<file path="src/rtl/paged_regbank.sv">
module paged_regbank #(
  parameter int DW   = 8,
  parameter int NREG = 32
) (
  input  logic          clk,
  input  logic          rst_n,
  input  logic [7:0]    addr,
  input  logic [DW-1:0] wdata,
  input  logic          wr,
  input  logic          rd,
  output logic [DW-1:0] rdata,
  output logic          sel_err
);
  localparam int NCH = 4;
  localparam int IW  = $clog2(NREG);
  localparam logic [7:0] SEL_ADDR = 8'hFF;

  logic [3:0]    page_q;
  logic [DW-1:0] shr [NREG];
  logic [DW-1:0] chn [NCH][NREG];

  wire          is_sel  = (addr == SEL_ADDR);
  wire          in_rng  = !is_sel && (int'(addr) < NREG);
  wire [IW-1:0] idx     = addr[IW-1:0];
  wire          chan_en = page_q[2];
  wire          bcast   = page_q[3] & page_q[2];
  wire [1:0]    ch      = page_q[1:0];

  always_ff @(posedge clk or negedge rst_n) begin
    if (!rst_n) begin
      page_q  <= '0;
      sel_err <= 1'b0;
      rdata   <= '0;
      for (int r = 0; r < NREG; r++) begin
        shr[r] <= '0;
        for (int c = 0; c < NCH; c++) chn[c][r] <= '0;
      end
    end else begin
      if (wr) begin
        if (is_sel) begin
          page_q <= wdata[3:0];
          if (|wdata[7:4]) sel_err <= 1'b1;
        end else if (in_rng) begin
          if (!chan_en) shr[idx] <= wdata;
          else
            for (int c = 0; c < NCH; c++)
              if (bcast || (2'(c) == ch)) chn[c][idx] <= wdata;
        end
      end
      if (rd) begin
        if (!in_rng)      rdata <= '0;
        else if (chan_en) rdata <= chn[ch][idx];
        else              rdata <= shr[idx];
      end
    end
  end


  sel_load_chk: assert property (@(posedge clk) disable iff (!rst_n)
    wr && is_sel |=> page_q == $past(wdata[3:0]));


  sel_read_zero_chk: assert property (@(posedge clk) disable iff (!rst_n)
    rd && is_sel |=> rdata == '0);


  sel_err_set_chk: assert property (@(posedge clk) disable iff (!rst_n)
    wr && is_sel && (|wdata[7:4]) |=> sel_err);


  sel_err_sticky_chk: assert property (@(posedge clk) disable iff (!rst_n)
    sel_err |=> sel_err);


  rdata_hold_chk: assert property (@(posedge clk) disable iff (!rst_n)
    !rd |=> $stable(rdata));


  shared_guard_chk: assert property (@(posedge clk) disable iff (!rst_n)
    wr && in_rng && chan_en |=> shr[$past(idx)] == $past(shr[idx]));


  bcast_all_chk: assert property (@(posedge clk) disable iff (!rst_n)
    wr && in_rng && bcast |=>
      chn[0][$past(idx)] == $past(wdata) && chn[1][$past(idx)] == $past(wdata) &&
      chn[2][$past(idx)] == $past(wdata) && chn[3][$past(idx)] == $past(wdata));
endmodule

</file>
<file path="config.mk">
export PLATFORM = sky130hd
export DESIGN_NAME = paged_regbank
export DESIGN_NICKNAME = d
export VERILOG_FILES = /design/src/rtl/paged_regbank.sv
export SDC_FILE = /design/constraint.sdc
export NUM_CORES = 2
export LEC_CHECK = 0
export BUFFER_PORTS_ARGS = -buffer_cell sky130_fd_sc_hd__buf_2
export CAP_MARGIN = 5
export CELL_PAD_IN_SITES_DETAIL_PLACEMENT = 0
export CELL_PAD_IN_SITES_GLOBAL_PLACEMENT = 1
export CORE_MARGIN = 2
export CORE_UTILIZATION = 49
export CTS_CLUSTER_SIZE = 12
export DETAILED_ROUTE_END_ITERATION = 6
export PLACE_DENSITY = 0.88
export SYNTH_ARGS = -nofsm -noshare
export SYNTH_HDL_FRONTEND = slang
export SYNTH_SLANG_ARGS = --single-unit
</file>
<file path="constraint.sdc">
create_clock -name clk -period 2.1 [get_ports clk]
set_input_delay 0.105 -clock clk [delete_from_list [all_inputs] [get_ports clk]]
set_output_delay 0.105 -clock clk [all_outputs]
set_load 0.05 [all_outputs]
</file>
== After elaboration in Yosys (flattened, before gate mapping) ==
Index checks and enable logic that the tools add are counted.
Storage, ports and cells
  bits in registers: 1293
  ROM bits: 0
  latch bits: 0
  output and inout port bits: 9
  memory bits (writable): 0
  word-level logic and storage cells: 210
  memories kept: 0
Operators by class
  shift-type cells: 0
  div/mod/pow operators: 0
  $lt $le $gt $ge: 4
  equality and inequality tests: 4
  reductions and logical operators: 16
  multiply operators: 0
  $add $sub $neg: 0
  bitwise operators: 5
  muxes and demuxes: 18
Operators by type and width (count)
  $bwmux W256: 5
  $bmux W256 S2: 1
  $mux W256: 2
  $bmux W8 S5: 2
  $mux W8: 7
  $demux W8 S5: 1
  $reduce_and A5 Y1: 4
  $eq A8 B8 Y1 const B: 1
  $lt A8 B6 Y1 const B: 1
  $ge A6 B6 Y1 const B: 1
  $lt A6 B1 Y1 const B: 1
  $not A5 Y6: 1
  $eq A2 B2 Y1 const A: 2
  $logic_or A1 B1 Y1: 4
  $reduce_and A4 Y1: 1
  $reduce_or A4 Y1: 1
  $ge A3 B3 Y1 const B: 1
  $not A2 Y3: 1
  $reduce_and A3 Y1: 1
  $eq A1 B2 Y1 const A: 1
  $logic_and A1 B1 Y1: 2
  $logic_not A2 Y1: 1
  $not A1 Y1: 2
  $reduce_and A2 Y1: 1
  other kinds (2): 2

== Longest topological paths before layout ==
  word-level depth: 9
  gate-level depth with buffers: 11
  gate-level depth less buffers: 6

== Least setup slack after synthesis ==
OpenSTA, ideal clock, no wires.
  path type: register -> register
  start: register page_q[0]
  end: register rdata[0]
  slack: -0.115 ns
  arrival: 2.075 ns
  cell stages (with the launch flop): 9
  period minus slack after synthesis: 2.215 ns
  path through: dfrtp_1 > buf_6 > buf_4 > buf_2 > mux4_2 > a21oi_1 > nand4_1 > a2111oi_0 > a32oi_1
On the way
  cells in the longest elaborated chain, start to end: 9
RTL lines
  start, declared: RTL line 18  | logic [3:0] page_q;
  start signal, assigned: RTL line 41  | page_q <= wdata[3:0];
  $not A2 Y3 (implied by the code): RTL line 52  | else if (chan_en) rdata <= chn[ch][idx];
  $bmux W256 S2: RTL line 52
  $mux W256 (implied by the code) (2 in series): RTL line 52
  $bmux W8 S5: RTL line 52
  $mux W8 (implied by the code) (2 in series): RTL line 52
  $mux W8: RTL line 52
  $mux W8: RTL line 51  | if (!in_rng) rdata <= '0;
  end signal, assigned: RTL line 52
  end signal, assigned: RTL line 53  | else rdata <= shr[idx];
  end, declared: RTL line 11  | output logic [DW-1:0] rdata,
Every way passes these cells. The select of a mux whose other input is x is not followed.
A chain may end at the register's enable or synchronous reset.

== Worst setup path after layout ==
  start: register page_q[0]
  end: register rdata[2]
The elaborated chain is that of the path after synthesis.

==> flow_metrics.py <==
metrics = {
    "power_and_ir_drop": {
        "clkPwrFrac": 0.436,
        "power_frac_comb": 0.075,
        "switching_share": 0.239,
        "p_seq_frac": 0.489,
        "switching_power_mw": 12.4,
        "power_leakage_nw": 34.2,
        "p_int_mw": 39.6,
        "p_per_area_nw_per_um2": 712,
        "worst_ir_drop_vdd_uv": 781,
    },
    "timing": {
        "period_minus_slack_ns": 2.62,
        "clock_skew_ns": 0.0298,
        "timing_hold_violations_final": 0,
        "setup_viol": 1025,
        "maxSlewHeadroom": 0.319,
        "tightest_slew_ns": 1.01,
        "finalWorstSetupSlack_ns": -0.523,
        "max_freq_mhz": 381,
        "whs_ns": 0.0222,
        "slew_viol_final": 0,
        "rsz0062_at_grt": "yes",
        "fin_crit_sh": 1.25,
    },
    "detailed_routing": {
        "vias": 38000,
        "drt-total-wl_um": 176000,
        "drt_iter0_drc": 3649,
        "post_drt_wl_per_cell_um": 28.7,
        "viasPerCell": 6.22,
        "firstDrtPassIters": 5,
        "drc": 0,
        "postRouteAntennaNets": 0,
    },
    "clock_tree": {
        "cts.path.max_buffers": 3,
        "clkTransAtPathRegs_ns": 0.06,
        "cts-root-buf": "clkbuf_16",
        "insertion_delay_ns": 0.75,
        "cts_tree": "done",
        "htree_levels": 4,
        "cts_sinks": 1293,
        "cts_made_buffers": 137,
    },
    "synthesis": {
        "yosysSeqAreaShare": 0.545,
        "syn_nets": 3873,
        "syn-instance-count": 3853,
        "yosysWarnings": 0,
        "synthDistinctLibCells": 75,
        "synth-seq-cells": 1293,
        "synth-edff-count": 0,
        "synth-async-reset-ratio": 1.00,
        "synth.avg_cell_area_um2": 15.4,
        "ys.flop_type": "dfrtp_1",
        "syn-cell-area_um2": 59400,
    },
    "worst_setup_path": {
        "reg2regPathDepth": 9,
        "r2r-start": "page_q[0]",
        "arrival_ns": 3.22,
        "critPathKind": "reg2reg",
        "cp_slowest_stage_delay_ns": 0.53,
        "cp_cell_sequence": "buf_12, buf_16, buf_4, mux4_2, mux2i_1, buf_4, o211ai_1, nor4_2, a32oi_1",
        "timing.rr.end": "rdata[2]",
        "cp_slowest_cell": "mux4_2",
        "startpoint_type": "flop",
        "end_kind": "flop",
        "r2r_slack_ns": -0.52,
        "critical_path_required_ns": 2.70,
        "timing.critical_path.mode_cell": "buf_4",
        "path_max_fanout": 11,
    },
    "placed_design": {
        "gp_congestion": 0.962,
        "placed_cell_area_um2": 67100,
        "placed_cells": 5828,
        "hpwlAfterDp_um": 119000,
        "io_buffers": 28,
    },
    "final_layout": {
        "finalNonFillerCells": 6109,
        "mostFrequentLayoutCells": "dfrtp_1, mux2_2, buf_4, mux4_2, buf_12",
        "syn_to_final_growth_pct": 22.9,
        "postLayoutCellArea_um2": 73000,
        "layout-drive-gt1-share": 0.602,
        "layout_commonest_cell": "dfrtp_1",
        "seqCellArea_um2": 32400,
        "multi_input_area_um2": 26600,
        "n_fill_cell": 8702,
        "nets": 4431,
    },
    "run_status": {
        "status": "finished with violations",
        "violations": "setup timing",
    },
    "die": {
        "start_util": 0.495,
        "die_h_um": 352,
        "die_w_um": 352,
        "coreArea_um2": 120000,
        "pin_count": 29,
        "dieArea_um2": 124000,
        "num_rows": 127,
    },
    "hold_path": {
        "hold_depth": 3,
        "hold_end": "chn[401]",
        "min_path_type": "in2reg",
        "min_from": "wdata[1]",
    },
    "global_routing": {
        "grt_max_degree": 119,
        "grtUsageTotal": 0.282,
        "antenna_found_initial": 4,
        "grt_pass1_wl_um": 264000,
        "grt_pass1_vias": 40200,
        "overflow": 0,
    },
    "job": {
        "drv_cap": 0,
    },
}
how the worst max path moves through the flow:
| stage | from | endpoint |
|---|---|---|
| 3_5_place_dp | page_q[0] | rdata[5] |
| 2_1_floorplan | page_q[0] | rdata[0] |
| 3_3_place_gp | page_q[0] | rdata[3] |
| 6_report | page_q[0] | rdata[2] |
| 5_1_grt | page_q[0] | rdata[2] |
| 4_1_cts | page_q[0] | rdata[2] |
power by group through the flow:
stage	Sequential, mW	Clock [mW]	Combinational (mW)
4_1_cts	25.4	22.9	3.78
5_1_grt	25.4	24.0	4.10
3_3_place_gp	25.8	0	3.56
6_report	25.4	22.7	3.89
2_1_floorplan	25.8	0	1.68
3_5_place_dp	25.9	0	3.62
per-stage QoR:
step / setup TNS [ns] / total power [mW] / util / setup WS [ns]
6_report: -165.08 / 52.0 / 0.608 / -0.523
5_1_grt: -178.43 / 53.5 / 0.608 / -0.535
4_1_cts: -104.71 / 52.1 / 0.601 / -0.504
3_5_place_dp: -457.27 / 29.5 / 0.559 / -0.789
3_3_place_gp: -441.60 / 29.4 / 0.559 / -0.804
2_1_floorplan: -0.00196 / 27.5 / - / -0.00196
synth_stat cells (all sizes together) (2+ instances only):
master   number  area [um2]
a2111oi       5        56.3
a211oi        2        15.0
a21o          3        22.5
a21oi        24         120
a221oi        4        35.0
a22o          5        43.8
a22oi        44         330
a311oi        2        17.5
a31oi         9        56.3
a32oi        30         263
a41oi         2        17.5
and2          2        12.5
and3         14        87.6
buf         111         696
clkbuf      179         672
dfrtp      1293       32400
inv           5        18.8
mux2       1294       14600
mux2i        67         671
mux4        299        6730
nand2       103         397
nand2b        9        56.3
nand3        43         215
nand3b        3        22.5
nand4        15        93.8
nor2        186        1100
nor2b         7        43.8
nor3         12        70.1
nor3b         2        31.3
nor4          9        62.6
o2111ai       2        17.5
o211ai        5        37.5
o21ai        17        85.1
o221ai        2        17.5
o22ai         7        43.8
o32ai         5        43.8
or3           6        37.5
or3b          3        26.3
or4           2        15.0
cell families (layout without fill, tap and decap cells):
logic type / Yosys count / in the layout / share of synthesized area
other: 0 / 2 / 0
AOI/OAI and AO/OA: 177 / 177 / 0.0219
DFF: 1293 / 1293 / 0.545
buffers and inverters: 296 / 938 / 0.0234
and+or+nand+nor: 427 / 427 / 0.0400
muxes: 1660 / 1660 / 0.370
layer usage:
layer,up-vias,GRT usage,routed length (um)
li1,15500,-,-
met1,20600,0.385,70700
met2,1498,0.435,82200
met3,401,0.0633,14600
met4,4,0.124,8040
met5,-,0,27
repair_timing:
| action | in CTS | in global routing |
|---|---|---|
| hold endpoints to repair | 1384 | 0 |
| gates resized for setup | 102 | 129 |
| hold buffers | 8 | 0 |
| setup buffers | 24 | 21 |
| cloned | 4 | 2 |
| endpoints found under the setup margin | 1025 | 1003 |
| pin swaps | 18 | 30 |
state kept, by name, indices dropped and copies added, names as in the netlist:
name	flops
shr	256
page_q	4
sel_err	1
chn	1024
rdata	8
worst max-delay path, delay by kind of cell, from the launching register on:
kind	cells	cell delay, ns
mux	2	0.71
simple gates	1	0.25
flops	1	0.45
compound gates	2	0.35
buf+inv	4	0.70
area by class of cell:
cell class / instances / area share
Sequential cell: 1293 / 0.443
Inverter: 6 / 0.000308
Tap cell: 1612 / 0.0276
Antenna cell: 2 / 0.0000685
Timing Repair Buffer: 709 / 0.108
Clock inverter: 24 / 0.00310
Clock buffer: 199 / 0.0528
Multi-Input combinational cell: 2264 / 0.365
Note: power is estimated with default switching activity, not from simulation.
